File: src/rtl/core_halt_pkg.sv
package core_halt_pkg;
  typedef enum logic [1:0] {
    CS_RUN  = 2'd0,
    CS_HALT = 2'd1,
    CS_STOP = 2'd2,
    CS_SMM  = 2'd3
  } core_st_e;

  typedef enum logic [1:0] {
    EV_NONE = 2'd0,
    EV_INIT = 2'd1,
    EV_SMI  = 2'd2,
    EV_IRQ  = 2'd3
  } wake_ev_e;
endpackage

File: src/rtl/chc_wake_arb.sv
module chc_wake_arb
  import core_halt_pkg::*;
#(
  parameter int IRQ_W = 3
) (
  input  logic             init_i,
  input  logic             smi_i,
  input  logic [IRQ_W-1:0] irq_i,
  output wake_ev_e         ev_o
);
  logic [IRQ_W:0] any_chain;

  assign any_chain[0] = 1'b0;
  for (genvar g = 0; g < IRQ_W; g++) begin : g_or
    assign any_chain[g+1] = any_chain[g] | irq_i[g];
  end

  always_comb begin
    if (init_i)             ev_o = EV_INIT;
    else if (smi_i)         ev_o = EV_SMI;
    else if (any_chain[IRQ_W]) ev_o = EV_IRQ;
    else                    ev_o = EV_NONE;
  end

  // INIT always wins the arbitration
  always_comb begin
    if (init_i) assert_init_first_R4: assert (ev_o == EV_INIT);
  end
endmodule

File: src/rtl/chc_ret_track.sv
module chc_ret_track (
  input  logic clk,
  input  logic rst,
  input  logic cap_en_i,
  input  logic cap_halt_i,
  output logic was_halt_o
);
  always_ff @(posedge clk) begin
    if (rst)           was_halt_o <= 1'b0;
    else if (cap_en_i) was_halt_o <= cap_halt_i;
  end

  assert_clear_on_rst_R3: assert property (@(posedge clk)
    rst |=> !was_halt_o);

  assert_hold_target_R6: assert property (@(posedge clk) disable iff (rst)
    !cap_en_i |=> $stable(was_halt_o));
endmodule

File: src/rtl/core_halt_ctrl.sv
module core_halt_ctrl
  import core_halt_pkg::*;
#(
  parameter int IRQ_W = 3
) (
  input  logic             clk,
  input  logic             rst,
  input  logic             halt_exec,
  input  logic             wake_init,
  input  logic             wake_smi,
  input  logic [IRQ_W-1:0] wake_irq,
  input  logic             stpclk_req,
  input  logic             smm_return,
  input  logic             smm_resume_halt,
  output logic [1:0]       core_state,
  output logic             core_running
);
  core_st_e st_q, st_d;
  wake_ev_e ev;
  logic     cap_en, cap_halt, was_halt;

  chc_wake_arb #(.IRQ_W(IRQ_W)) arb_i (
    .init_i(wake_init),
    .smi_i (wake_smi),
    .irq_i (wake_irq),
    .ev_o  (ev)
  );

  chc_ret_track trk_i (
    .clk       (clk),
    .rst       (rst),
    .cap_en_i  (cap_en),
    .cap_halt_i(cap_halt),
    .was_halt_o(was_halt)
  );

  always_comb begin
    st_d     = st_q;
    cap_en   = 1'b0;
    cap_halt = (st_q == CS_HALT);
    if (ev == EV_INIT) begin
      st_d = CS_RUN;
    end else begin
      unique case (st_q)
        CS_RUN, CS_HALT: begin
          if (ev == EV_SMI) begin
            st_d   = CS_SMM;
            cap_en = 1'b1;
          end else if (stpclk_req) begin
            st_d   = CS_STOP;
            cap_en = 1'b1;
          end else if (st_q == CS_HALT && ev == EV_IRQ) begin
            st_d = CS_RUN;
          end else if (st_q == CS_RUN && halt_exec) begin
            st_d = CS_HALT;
          end
        end
        CS_STOP: begin
          if (!stpclk_req) st_d = was_halt ? CS_HALT : CS_RUN;
        end
        CS_SMM: begin
          if (smm_return) st_d = (was_halt && smm_resume_halt) ? CS_HALT : CS_RUN;
        end
        default: st_d = CS_RUN;
      endcase
    end
  end

  always_ff @(posedge clk) begin
    if (rst) st_q <= CS_RUN;
    else     st_q <= st_d;
  end

  assign core_state   = st_q;
  assign core_running = (st_q == CS_RUN);

  assert_reset_run_R3: assert property (@(posedge clk)
    rst |=> (core_state == 2'd0 && core_running));

  assert_halt_entry_R1: assert property (@(posedge clk) disable iff (rst)
    (core_state == 2'd0 && halt_exec && !wake_init && !wake_smi && !stpclk_req)
    |=> core_state == 2'd1);

  assert_irq_wake_R2: assert property (@(posedge clk) disable iff (rst)
    (core_state == 2'd1 && |wake_irq && !wake_init && !wake_smi && !stpclk_req)
    |=> core_state == 2'd0);

  assert_init_run_R4: assert property (@(posedge clk) disable iff (rst)
    wake_init |=> core_state == 2'd0);

  assert_stop_hold_R5: assert property (@(posedge clk) disable iff (rst)
    (core_state == 2'd2 && stpclk_req && !wake_init) |=> core_state == 2'd2);

  assert_smm_hold_R7: assert property (@(posedge clk) disable iff (rst)
    (core_state == 2'd3 && !smm_return && !wake_init) |=> core_state == 2'd3);

  assert_smm_run_R8: assert property (@(posedge clk) disable iff (rst)
    (core_state == 2'd3 && smm_return && !smm_resume_halt && !wake_init)
    |=> core_state == 2'd0);
endmodule

File: config.mk
export PLATFORM = sky130hd
export DESIGN_NAME = core_halt_ctrl
export DESIGN_NICKNAME = d
export VERILOG_FILES = /design/src/rtl/core_halt_pkg.sv /design/src/rtl/chc_wake_arb.sv /design/src/rtl/chc_ret_track.sv /design/src/rtl/core_halt_ctrl.sv
export SDC_FILE = /design/constraint.sdc
export NUM_CORES = 1
export LEC_CHECK = 0
export ABC_AREA = 1
export BUFFER_PORTS_ARGS = -buffer_cell sky130_fd_sc_hd__buf_4
export CELL_PAD_IN_SITES_DETAIL_PLACEMENT = 1
export CELL_PAD_IN_SITES_GLOBAL_PLACEMENT = 1
export CORE_AREA = 2 2 39 41
export DETAILED_ROUTE_END_ITERATION = 16
export DIE_AREA = 0 0 41 43
export PLACE_DENSITY = 0.53
export SLEW_MARGIN = 25
export SYNTH_ARGS = -nofsm -noshare
export SYNTH_HDL_FRONTEND = slang
export SYNTH_SLANG_ARGS = --single-unit
File: constraint.sdc
create_clock -name clk -period 2.6 [get_ports clk]
set_clock_uncertainty 0.2 [all_clocks]
set_input_delay 0.13 -clock clk [delete_from_list [all_inputs] [get_ports clk]]
set_output_delay 0.13 -clock clk [all_outputs]
set_load 0.02 [all_outputs]
# ---- Word level (Yosys, flattened, before mapping)
# Index checks and enable logic that the tools add are counted.
dict set report op_classes {
  eq_ne 9
  n_reduce_logical 7
  bitwise_logic 2
  n_mux 16
}
# cell n
set ops {}
lappend ops {{$mux W2} 9}
lappend ops {{$eq A2 B2 Y1 const B} 4}
lappend ops {{$mux W1} 6}
lappend ops {{$pmux W2 S3} 1}
lappend ops {{$ne A5 B5 Y1 const B} 1}
lappend ops {{$eq A2 B1 Y1 const B} 2}
lappend ops {{$ne A2 B2 Y1 const B} 2}
lappend ops {{$reduce_or A2 Y1} 2}
lappend ops {{$logic_and A1 B1 Y1} 3}
lappend ops {{$reduce_and A3 Y1} 1}
lappend ops {{$logic_not A2 Y1} 1}
lappend ops {{$or A1 B1 Y1} 2}
dict set report word_totals {
  elab_cells 36
  inputBits 11
  output_inout_bits 3
  regBits 3
}

# ---- Depth between registers and ports, before layout
# Gate-level depths: netlist of the first run.
dict set report depth {
  ltp_word 11
  ltp_mapped 9
  mapped_depth_nobuf 9
}

# ---- Cells and area by module
# A second synthesis of the first run with hierarchy kept.
dict set report unflattened {
  cells_unflattened 46
  area_unflattened_um2 261.5
}
# mod cells_per_inst area_per_inst_um2 instances seq_area_each_um2
set by_module_without_submodules {}
lappend by_module_without_submodules {core_halt_ctrl 29 175.2 1 40.0}
lappend by_module_without_submodules {chc_ret_track 7 45.0 1 20.0}
lappend by_module_without_submodules {chc_wake_arb 10 41.3 1 0.0}

# ---- Worst setup path before layout of the first run
# Ideal clock, no wire load.
dict set report synth_timing {
  kind {reg-to-reg}
  startpoint {register st_q[0] (netlist: core_state[0])}
  endpoint {register st_q[0] (netlist: core_state[0])}
  period_less_slack_ns 1.321
  t_arrival_ns 1.007
  slack_ns 1.279
  setup_time_ns 0.114
  t_required_ns 2.286
  path_buffers 0
  stages_incl_launch_ff 10
  cell_sequence {dfxtp_1 inv_1 nand2_1 nand2_1 nor2_2 nand2_1 nand2_1 nand2_1 nand2_1 nor2_1}
}
dict set report synth_between {
  elab_chain_len 6
  elab_cells_between_ends 15
  classes_between {eq/ne (6); mux (4); reduce/logical (5)}
}
# item line
set synth_lines {}
lappend synth_lines {{start, declared} core_halt_ctrl.sv:18} ;# core_st_e st_q, st_d;
lappend synth_lines {{start signal, assigned} core_halt_ctrl.sv:71} ;# else st_q <= st_d;
lappend synth_lines {{$eq A2 B1 Y1} {core_halt_ctrl.sv:44, core_halt_ctrl.sv:52}}
lappend synth_lines {{$logic_and A1 B1 Y1} core_halt_ctrl.sv:52} ;# end else if (st_q == CS_HALT && ev == EV_IRQ) begin
lappend synth_lines {{$mux W2} core_halt_ctrl.sv:52}
lappend synth_lines {{$mux W2} core_halt_ctrl.sv:49} ;# end else if (stpclk_req) begin
lappend synth_lines {{$mux W2} core_halt_ctrl.sv:46} ;# if (ev == EV_SMI) begin
lappend synth_lines {{$pmux W2 S3} core_halt_ctrl.sv:44} ;# unique case (st_q)
# Several ways; a longest one is shown, not always the timed one.
# A chain may end at the register's enable or synchronous reset.

# ---- Worst setup path after layout of the first run
dict set report layout_timing {
  startpoint {input port wake_init}
  endpoint {register st_q[0] (netlist: core_state[0])}
}
dict set report layout_between {
  elab_chain_len 7
  elab_cells_between_ends 12
  classes_between {eq/ne (4); mux (5); reduce/logical (3)}
}
# item line
set layout_lines {}
lappend layout_lines {{start, declared} core_halt_ctrl.sv:9} ;# input logic wake_init,
lappend layout_lines {{$mux W2 (*)} chc_wake_arb.sv:19} ;# if (init_i) ev_o = EV_INIT;
lappend layout_lines {{$eq A2 B2 Y1} core_halt_ctrl.sv:52}
lappend layout_lines {{$logic_and A1 B1 Y1} core_halt_ctrl.sv:52}
lappend layout_lines {{$mux W2} core_halt_ctrl.sv:52}
lappend layout_lines {{$mux W2} core_halt_ctrl.sv:49}
lappend layout_lines {{$mux W2} core_halt_ctrl.sv:46}
lappend layout_lines {{$pmux W2 S3} core_halt_ctrl.sv:44}
# Every way passes the cells marked *; elsewhere a longest branch is shown, timed or not.

==> results of run 1 <==
[power groups by stage]
stage          logic, mW  clock network, mW  registers, mW
2_1_floorplan     0.0203                  0         0.0547
3_3_place_gp      0.0453                  0         0.0533
5_1_grt           0.0528             0.0881         0.0532
6_report          0.0464             0.0793         0.0527
4_1_cts           0.0473             0.0822         0.0527
3_5_place_dp      0.0449                  0         0.0534
[Yosys cell counts]
cell type / instances
a21oi_1: 5
nand2_1: 15
nand4_1: 1
nor2_2: 1
a21boi_0: 1
dfxtp_1: 3
o21ai_0: 3
nor2_1: 5
inv_1: 5
inv_2: 2
[logic make-up (layout without fill, tap and decap cells)]
kind of cell	after synthesis	in the layout
flip-flops	3	3
AND/OR/NAND/NOR	22	22
buffers and inverters	7	26
AO/OA/AOI/OAI	9	9
[worst paths after layout]
check	startpoint	to	cells past startpoint
setup reg to reg	core_state[0]	core_state[0]	9
setup / recovery	wake_init	core_state[0]	10
hold reg to reg	trk_i.was_halt_o	trk_i.was_halt_o	2
hold / removal	smm_resume_halt	core_state[0]	5
[state kept, by name (all words and copies together), names as in the netlist]
name              flops
trk_i.was_halt_o      1
core_state            2
[critical path, stage by stage]
cell           delay (ns)
dlygate4sd3_1        0.53
buf_4                0.14
inv_2                0.07
nand2_1              0.06
nand2_1              0.09
nor2_2               0.05
nand2_1              0.07
nand2_1              0.06
a21oi_1              0.12
nor2_1               0.05
[final cells by class]
type                       instances  area (µm²)  share of cell area
multi-input combinational         31         135               0.351
tap                               16        20.0              0.0519
timing repair buffer              15         118               0.305
sequential                         3        60.1               0.156
clock buffer                       4        26.3              0.0682
inverter                           7        26.3              0.0682
[per-layer routing]
layer  vias up  wire length, µm  GRT usage
li1        165                -          -
met2        14              294      0.144
met4         0                0     0.0400
met3         0               50     0.0471
met5         -                0          0
met1       123              352      0.121
[through the flow]
| stage | hold slack [ns] | util | setup slack, ns | instance area (µm²) |
|---|---|---|---|---|
| floorplan | -0.000934 | - | 1.28 | 221 |
| global placement | 0.0990 | 0.245 | 1.25 | 339 |
| detailed placement | 0.100 | 0.245 | 1.27 | 339 |
| CTS | 0.0745 | 0.278 | 1.13 | 385 |
| global route | 0.125 | 0.278 | 1.02 | 385 |
| finish | 0.0706 | 0.278 | 1.14 | 385 |
==> results.txt, run 1 <==
Data on the critical path is required at its endpoint by 2.52 ns. Overall power consumption after layout is estimated at 0.178 mW. In the routed design, unresolved DRC markers number 0. The tools report the combined global-route utilization of all metal layers as 0.0992. The share of the synthesized area in the top cell type was 0.271; the layout overhead on the synthesized area was 74.0%.

After detailed routing, the number of vias per cell comes to 3.97. At the later pin of the worst-skew pair, clock insertion delay measures 0.23 ns. The flow ran to the end, and the final reports show no timing, DRC or antenna violations. Initial core utilization: 0.160.

After clock tree synthesis, the clock-pin slew on the worst setup and hold paths is 0.04 ns. The static leakage is 0.199 nW, and the number of buffers created by CTS is 3. Internal power comes to 0.130 mW.

Clock tree synthesis selected as its root buffer the cell clkbuf_4. The kind of critical path is input pin to flop. The share of synthesized area spent on multiplexers came out at 0.

The tools report the number of antenna violations at the first check in global routing as 0. The netlist area before placement was 221 µm². The xor-xnor portion of the synthesized cell area is 0.

The core box area is 0.00138 mm². Of all cell types, the one taking the most synthesized area is dfxtp_1. The share of synthesized cell area in full adder, half adder and majority cells is 0.

The power share of the combinational group was 0.260; the fraction of the mapped netlist area in simple logic gates was 0.395. For the number of cells upsized or downsized after cts, the log shows 0. Setup repair after global routing left no endpoint under its margin. 14 I/O pins were placed.

The tools report the number of hold-slack violations in the final timing report as 0. In the synthesized netlist, the number of instances is 41. The fraction of final layout cells with drive strength greater than 1 came out at 0.317. The final layout contains 72 nets. The count of input and output buffers was 13; the number of violations of the max-capacitance limit was 0. The shortest period the worst path allows came out at 1.46 ns.

The tools report the remaining antenna violation count after routing as 0. Across all layers, the routed design uses 302 vias. The count of final setup violators is 0, and the largest net degree at the start of global routing is 8. The path class of the tightest hold or removal check is input pin to flop. The maximum level of the CTS H-tree came out at 1. The run gives 0.445 as the fraction of power consumed by the clock network. The number of slew-limit violations in the final report was 0. The run gives 686 MHz as the highest clock rate.

The compound-gate portion of the synthesized area was 0.215. The number of hold buffers added after CTS was 2. In the final timing run, aggregate negative setup slack is 0 ns. The net switching power of the design was 0.0484 mW. The top cell types in the final layout, fill and taps aside, are nand2_1 (15), buf_4 (13), nor2_1 (5), inv_1 (5), a21oi_1 (5).

After synthesis, the largest family of logic cells by area is simple AND/OR/NAND/NOR gates. The number of antenna diodes in the final layout is 0. The final estimated routing congestion in global placement is 0.696, and the slew at the pin closest to its max-slew limit is 0.227 ns. The reg-to-reg setup timing slack was 1.28 ns; the total detailed-routing wirelength was 697 µm. TritonCTS built the clock tree.

VDD sags by at most 0.000354 V. Buffers added to address setup during post-CTS repair amount to 0. For this design the ratio of total power to cell area is 463 mW/mm². The most common library cell in the layout ignoring fill and taps is nand2_1. The worst setup path is captured at a flop.

The floorplan has 14 rows. The tools report the worst slew margin relative to its limit as 0.847. The run gives 0.271 as the share of synthesized area occupied by flip-flops and latches.

The switching part of the total power works out to 0.271. The number of global-route vias before repair was 307. Ranked by total cell area, the synthesized netlist is headed by dfxtp_1 (27%), nand2_1 (25%), a21oi_1 (11%), inv_1 (8.5%), nor2_1 (8.5%).

The worst setup path is launched from an input pin. The violation count after the first detailed-route iteration was 4. A synthesized cell averages 5.40 µm². The number of search-and-repair iterations in the first detailed-routing pass is 4, and the total instance count after detailed placement is 70. Excluding fillers, the count of instances in the completed layout stands at 76.

The number of sinks on the clock net was 3; the number of filler cells placed in the layout was 183. The count of yosys warnings during synthesis is 0, and the routed length per placed instance is 9.17 µm. The data arrival time at the worst-slack endpoint is 1.38 ns. The fraction of the cycle the final worst path needs was 0.561; the number of register bits inferred by synthesis was 3. The logs give 0 for the total grt overflow and 0.00176 mm² for the area of the die. The horizontal die dimension was 41 µm; the number of nets produced by synthesis was 52.

The sequential share of power came out at 0.295. The number of different library cells in the post-synthesis netlist was 10; the estimated wirelength of the detail-placed design was 584 µm. The die height was 43 µm; the highest fanout seen on the critical path was 4.

In this run the deepest clock path goes through 2 buffers. The tools report the first-pass GRT wire length as 1.16 mm.
(Power assumes the default switching activity.)
==> inputs of run 2 (changes only) <==
--- a/config.mk
+++ b/config.mk
@@ -12,7 +12,7 @@
 export CORE_AREA = 2 2 39 41
 export DETAILED_ROUTE_END_ITERATION = 16
 export DIE_AREA = 0 0 41 43
-export PLACE_DENSITY = 0.53
+export PLACE_DENSITY = 0.55
 export SLEW_MARGIN = 25
 export SYNTH_ARGS = -nofsm -noshare
 export SYNTH_HDL_FRONTEND = slang
==> constraint.sdc (replaced) <==
create_clock -name clk -period 1.17 [get_ports clk]
set_clock_uncertainty 0.2 [all_clocks]
set_input_delay 0.0585 -clock clk [delete_from_list [all_inputs] [get_ports clk]]
set_output_delay 0.0585 -clock clk [all_outputs]
set_load 0.02 [all_outputs]
==> run 2 against run 1 <==
The flow now finishes with violations (negative hold slack, negative setup slack). Final cell count rose by 2.6%. Non-clock buffer count grew 2. Wire length increased by 5.0%. Highest routed layer is now met4. Hold slack worse by 0.18 ns.
==> results.txt, run 2 (synthesized netlist as in run 1, its figures left out) <==
The logs give -0.0530 ns (-0.0530 ns) for the sum of negative setup slack and 0.000473 V (+34%) for the worst supply voltage drop on vdd. The final standard cell utilization of the core is 0.317 (+0.0389), and the die height is 43 µm (unchanged). The fraction of the cycle the final worst path needs works out to 1.03.

The critical path required time was 1.11 ns (-1.41 ns); the number of search-and-repair iterations in the first detailed-routing pass was 1 (-3). The checks that failed: negative hold slack, negative setup slack. Type of destination of the critical path: a flop. Leaving out fill and tap cells, the most frequent cell in the layout is buf_4. The fraction of final layout cells with drive strength greater than 1 came out at 0.500 (+0.183).

For the maximum level of the CTS H-tree, the log shows 1 (unchanged). The area of the die was 0.00176 mm² (unchanged); the static leakage was 0.218 nW (+9.5%). The path depth of the worst reg2reg path was 9 (unchanged); the number of violations of the max-capacitance limit was 0 (unchanged).

The overall power after layout came out at 0.436 mW (+140%). Count of input and output buffers: 13 (unchanged). Reg-to-reg setup timing slack: -0.03 ns (-1.31 ns). The tools report the number of filler cells placed in the layout as 191 (+4.4%). Clock latency reported for the late side of the worst-skew pair: 0.24 ns (about the same). STA classifies the critical path startpoint as a flop.

The hold path depth works out to 4 (-1). The slew at the pin closest to its max-slew limit came out at 0.230 ns (+0.00302 ns). The largest stage delay on the critical path was 0.38 ns (-0.15 ns); the number of global-route vias before repair was 291 (-5.2%). The average vias per placed instance is 4.19 (+5.5%), and the number of sinks on the clock net is 3 (unchanged).

The run gives 1.14 ns (-0.24 ns) as the data arrival time at the worst-slack endpoint. The worst register-to-register path begins at core_state[0]. The worst path in the final design needs a cycle of 1.20 ns, including I/O delays and setup. The run gives 0 (unchanged) as the number of antenna violations at the first check in global routing.

For the core box area, the log shows 0.00138 mm² (unchanged). The hold path startpoint was wake_init. The largest net degree at the start of global routing was 8 (unchanged).

The maximum clock path buffer count was 2 (unchanged). The highest fanout seen on the critical path is 7 (+3), and the placed cell area is 362 µm² (+6.6%). The hold-fix buffer count after cts came out at 1 (-1).

The final layout net count is 74 (+2.8%). Among cell families on the critical path, the largest total delay comes from simple AND/OR/NAND/NOR gates. The initial core utilization was 0.160 (unchanged). Endpoint of the worst register-to-register path: core_state[0]. For the first-pass GRT wire length, the log shows 1.15 mm (-0.60%).

The routed length per placed instance was 9.38 µm (+2.3%). In the layout the commonest cells are buf_4 (14), nand2_1 (13), inv_1 (4), nor2_1 (4). The area of all placed cells without fillers is 439 µm² (+14%), and the worst slew margin relative to its limit is 0.845 (-0.00144). Cell type of the slowest stage on the worst timing path: dfxtp_4.

Count of non-filler cells in the finished layout: 78 (+2.6%). The tools report the final routed DRC violation total as 0 (unchanged). For the diode insertion count for antenna repair, the log shows 0 (unchanged). The worst hold path terminates at core_state[0]. The class of the most critical hold timing path is input pin to flop.

The logs give 0 (-4) for the violation count after the first detailed-route iteration and 14 (unchanged) for the number of placement rows. The areal power density over the cells was 994 mW/mm² (+110%); the number of hold-slack violations in the final timing report was 3 (+3). TritonCTS built the clock tree. The run finished, with violations left. For the combined global-route utilization of all metal layers, the log shows 0.0993 (+0.0000995). The clock slew at the register clock pins of the worst setup and hold paths works out to 0.04 ns (about the same). Setup repair after global routing could not meet its margin everywhere. The count of buffering cells on the critical path with inverters included is 1 (-2), and the remaining antenna violation count after routing is 0 (unchanged). For the top-level I/O count, the log shows 14 (unchanged).

The setup path with the least slack is of type flop to flop. The tools report the total instance count after detailed placement as 72 (+2.9%). The logs give 0 (unchanged) for the number of slew-limit violations in the final report and 0.684 (-1.8%) for the final estimated routing congestion in global placement. The root buffer cell chosen for the clock tree is clkbuf_4. The number of flip-flops under the largest register name is 2 (unchanged). The logs give -0.0297 ns (-1.17 ns) for the post-route worst setup slack and 3 (unchanged) for the number of buffers created by CTS. Derived from the worst setup path, the maximum achievable clock frequency is 834 MHz. The vias after detailed routing was 327 (+8.3%); the estimated wirelength of the detail-placed design was 581 µm (-0.45%). The cell that appears most often on the critical path is nand2_1. The horizontal die dimension is 41 µm (unchanged). The tools report the total detailed-routing wirelength as 732 µm (+5.0%).

The worst hold margin was -0.114 ns (-0.185 ns); the count of final setup violators was 2 (+2). The critical path goes through inv_2, nand2_1, nand2_1, nor2_2, nand2_1, nand2_2, nand2_1, nand2_1, nor2_1. The layout overhead on the synthesized area was 98.3%; the total grt overflow was 0 (unchanged).
==> run 2: cell count changes in the layout (fill, tap and decap cells not counted), sizes merged <==
cell	previous run	this run
buf	13	16
dlygate4sd3	2	1
==> run 2: final cells by class <==
type | instances | area [µm²] | area share
clock buffer | 4 | 26.3 | 0.0598
inverter | 7 | 28.8 | 0.0655
multi-input combinational | 31 | 159 | 0.362
sequential | 3 | 67.6 | 0.154
tap | 16 | 20.0 | 0.0456
timing repair buffer | 17 | 138 | 0.313
==> run 2: metrics by stage <==
step | hold slack (ns) | setup WS, ns
after CTS | -0.109 | -0.0341
after detailed placement | 0.0276 | -0.0353
after global routing | -0.0906 | -0.115
after global placement | 0.0321 | -0.0491
final | -0.114 | -0.0297
after floorplan | -0.0724 | -0.00405
==> run 2: worst min-delay path: stages <==
cell and delay, ns:
buf_4 0.10, nor2_1 0.05, nand2_1 0.06, nor2_1 0.03
==> run 2: timing repair <==
action / in CTS / in global routing
gates resized for setup: 5 / 8
pin swaps: 2 / 3
hold endpoints to repair: 3 / 3
setup endpoints to repair: 3 / 4
cloned: 0 / 0
buffers inserted: 0 / 1
==> run 2: power breakdown <==
part / switching, mW / internal [mW] / total [mW]
logic: 0.0616 / 0.0685 / 0.130
clock network: 0.0623 / 0.128 / 0.191
registers: 0.00855 / 0.107 / 0.116
total: 0.132 / 0.304 / 0.436
==> run 2: per-layer routing <==
| metal | GRT usage | vias up | routed length (µm) |
|---|---|---|---|
| met1 | 0.128 | 143 | 314 |
| met2 | 0.138 | 12 | 344 |
| met3 | 0.0628 | 3 | 59 |
| li1 | - | 169 | - |
| met5 | 0 | - | 0 |
| met4 | 0.0200 | 0 | 13 |
==> run 2: worst max-delay path by stage <==
| stage | startpoint | endpoint | slack [ns] | cells after the start |
|---|---|---|---|---|
| 2_1_floorplan | core_state[1] | core_state[0] | -0.004 | 8 |
| 6_report | core_state[0] | core_state[0] | -0.03 | 9 |
| 5_1_grt | core_state[0] | core_state[0] | -0.11 | 9 |
| 3_3_place_gp | core_state[0] | core_state[0] | -0.05 | 4 |
| 4_1_cts | core_state[1] | core_state[0] | -0.03 | 8 |
| 3_5_place_dp | core_state[1] | core_state[0] | -0.04 | 8 |
==> inputs of run 3 (changes only) <==
==> constraint.sdc (replaced) <==
create_clock -name clk -period 1.17 [get_ports clk]
set_clock_uncertainty 0.2 [all_clocks]
set_input_delay 0.351 -clock clk [delete_from_list [all_inputs] [get_ports clk]]
set_output_delay 0.351 -clock clk [all_outputs]
set_load 0.02 [all_outputs]
==> run 3 against run 2 <==
The run ends with negative setup slack left. Combinational power barely moved. Highest routed layer is now met3. Wire length fell by 5.5%. Worst setup slack got worse by 0.20 ns. Hold slack improved by 0.20 ns. Critical endpoint is now core_running. Total power fell by 2.6%. Fmax fell by 14%. First-iteration DRC count rose by 1. Die area did not move.
==> results.txt, run 3 (synthesized netlist as in run 1, its figures left out) <==
The worst supply voltage drop on vdd was 0.000674 V (+42%); the areal power density over the cells was 966 mW/mm² (-2.9%). The tools report the sequential standard cell area as 65.1 µm² (-3.7%). The count of buffering cells on the critical path with inverters included was 2 (+1); the hold path depth was 2 (-2). The number of violations of the max-capacitance limit came out at 0 (unchanged).

The data arrival time at the worst-slack endpoint is 0.85 ns (-0.29 ns). Remaining antenna violation count after routing: 0 (unchanged). The class of the most critical hold timing path is input pin to flop. The worst setup path is captured at an output port. The most frequent cell on the critical path was buf_6. The number of antenna violations at the first check in global routing is 0 (unchanged), and the critical path required time is 0.62 ns (-0.49 ns). The switching part of the total power is 0.278 (-0.0253), and the violation count after the first detailed-route iteration is 1 (+1). TritonCTS built the clock tree. The diode insertion count for antenna repair is 0 (unchanged), and the area of the multi-input gates is 146 µm² (-7.9%).

The sort of element at the start of the critical path was a flop. The number of slew-limit violations in the final report was 0 (unchanged); the post-route worst setup slack was -0.230 ns (-0.200 ns). The flow ran to the end, but the final reports show violations. The hold-fix buffer count after cts was 0 (-1); the final estimated routing congestion in global placement was 0.756 (+11%).

The area of the die was 0.00176 mm² (unchanged). The logs give 0.318 (+0.000904) for the final standard cell utilization of the core and 0.274 (+0.009) for the sequential share of power. The largest stage delay on the critical path works out to 0.32 ns (-0.06 ns). The total grt overflow is 0 (unchanged), and the final routed DRC violation total is 0 (unchanged). The final layout net count was 76 (+2.7%); the count of input and output buffers was 13 (unchanged).

Average vias per placed instance: 3.98 (-5.2%). Setup repair after global routing could not meet its margin everywhere. The shortest period the worst path allows came out at 1.40 ns (+0.200 ns). The first-pass GRT wire length was 1.10 mm (-4.2%). The number of sinks on the clock net was 3 (unchanged); the logic depth of the worst setup path including buffers was 3 (-6).

The run gives 318 (-2.8%) as the vias after detailed routing. The tools report the estimated wirelength of the detail-placed design as 595 µm (+2.3%). The tools report the number of search-and-repair iterations in the first detailed-routing pass as 2 (+1). For the worst setup slack before clock tree synthesis, the log shows -0.181 ns (-0.146 ns). The run gives 75 (+4.2%) as the total instance count after detailed placement. In this design, the largest share of critical-path delay is due to flip-flops. The run gives 0.228 nW (+4.9%) as the static leakage. The die height was 43 µm (unchanged). The number of flip-flops under the largest register name was 2 (unchanged); the fraction of the cycle the final worst path needs was 1.20 (+0.171).

The tools report the count of non-filler cells in the finished layout as 80 (+2.6%). The tools report the initial core utilization as 0.160 (unchanged). Worst hold margin: 0.0821 ns (+0.196 ns). The overall power after layout is 0.425 mW (-2.6%), and the number of buffers created by CTS is 3 (unchanged). The run gives 0.00138 mm² (unchanged) as the core box area.

The slew at the pin closest to its max-slew limit is 0.269 ns (+0.0388 ns). The tools report the number of filler cells placed in the layout as 196 (+2.6%). The signal on the critical path passes through buf_6, nor2_4, buf_6. The highest fanout seen on the critical path was 3 (-4); the clock latency reported for the late side of the worst-skew pair was 0.23 ns (about the same). The largest net degree at the start of global routing is 8 (unchanged), and the net switching power of the design is 0.118 mW (-11%).

The checks that failed: negative setup slack. The fraction of final layout cells with drive strength greater than 1 works out to 0.453 (-0.0469). The cell type of the slowest stage on the worst timing path is dfxtp_2.

The worst setup path is of the flop to output port kind. The worst slew margin relative to its limit is 0.819 (-0.0267), and the fraction of power consumed by the clock network is 0.423 (-0.014). Combined global-route utilization of all metal layers: 0.0964 (-0.00291). The library cells used most frequently in the layout, excluding fill and tap cells, are buf_4 (16), nand2_1 (15), inv_1 (5). The logs give 1 (unchanged) for the maximum level of the CTS H-tree and 714 MHz (-14%) for the highest clock rate. The clock slew at the register clock pins of the worst setup and hold paths was 0.03 ns (about the same). The number of global-route vias before repair was 319 (+9.6%); the internal power consumption was 0.307 mW (+0.96%).

The number of placement rows was 14 (unchanged); the layout overhead on the synthesized area was 98.9%. Count of final setup violators: 4 (+2). Top-level I/O count: 14 (unchanged).

The maximum clock path buffer count is 2 (unchanged). Leaving out fill and tap cells, the most frequent cell in the layout is buf_4. The tools report the clock root buffer master as clkbuf_4.

The path depth of the worst reg2reg path came out at 9 (unchanged). For the number of hold-slack violations in the final timing report, the log shows 0 (-3). The total detailed-routing wirelength was 692 µm (-5.5%); the power share of the combinational group was 0.303 (+0.005).

The routed length per placed instance is 8.65 µm (-7.8%), and the horizontal die dimension is 41 µm (unchanged).
[run 3: repair_timing]
item | 4_1_cts | 5_1_grt
endpoints found under the setup margin | 5 | 6
setup buffers | 1 | 0
pin swaps | 3 | 0
resized for setup | 8 | 1
[run 3: final cells by class]
class	count	share of cell area
multi-input combinational	31	0.332
sequential	3	0.148
timing repair buffer	19	0.349
clock buffer	4	0.0597
tap	16	0.0455
inverter	7	0.0653
[run 3: routing by layer]
layer / vias up / GRT usage / share of wire
met2: 14 / 0.153 / 0.47
li1: 173 / - / -
met4: 0 / 0.0200 / 0
met5: - / 0 / 0
met3: 0 / 0.0628 / 0.097
met1: 131 / 0.103 / 0.43
[run 3: worst paths after layout]
kind | startpoint | to | slack [ns]
worst max-delay path | core_state[1] | core_running | -0.23
worst min-delay path | rst | trk_i.was_halt_o | 0.08
worst max register to register | core_state[1] | core_state[0] | -0.14
worst min register to register | trk_i.was_halt_o | trk_i.was_halt_o | 0.28
[run 3: worst register-to-register path: stages (launching register included)]
cell	delay, ns
dfxtp_2	0.32
buf_4	0.14
inv_4	0.05
nand2_1	0.05
nor2_1	0.08
nand2_1	0.08
nand2_1	0.06
nand2_1	0.06
a21oi_1	0.12
nor2_1	0.05
[run 3: through the flow]
stage / TNS (ns) / instance area, µm²
after floorplan: -0.0437 / 226
after global placement: -0.477 / 382
after detailed placement: -0.495 / 382
after CTS: -0.763 / 437
after global routing: -1.06 / 440
final: -0.721 / 440
[run 3: power by group through the flow]
stage          registers (mW)  logic, mW  clock network [mW]
2_1_floorplan           0.123     0.0459                   0
3_3_place_gp            0.118      0.117                   0
3_5_place_dp            0.118      0.116                   0
4_1_cts                 0.116      0.129               0.188
5_1_grt                 0.117      0.144               0.200
6_report                0.116      0.129               0.180
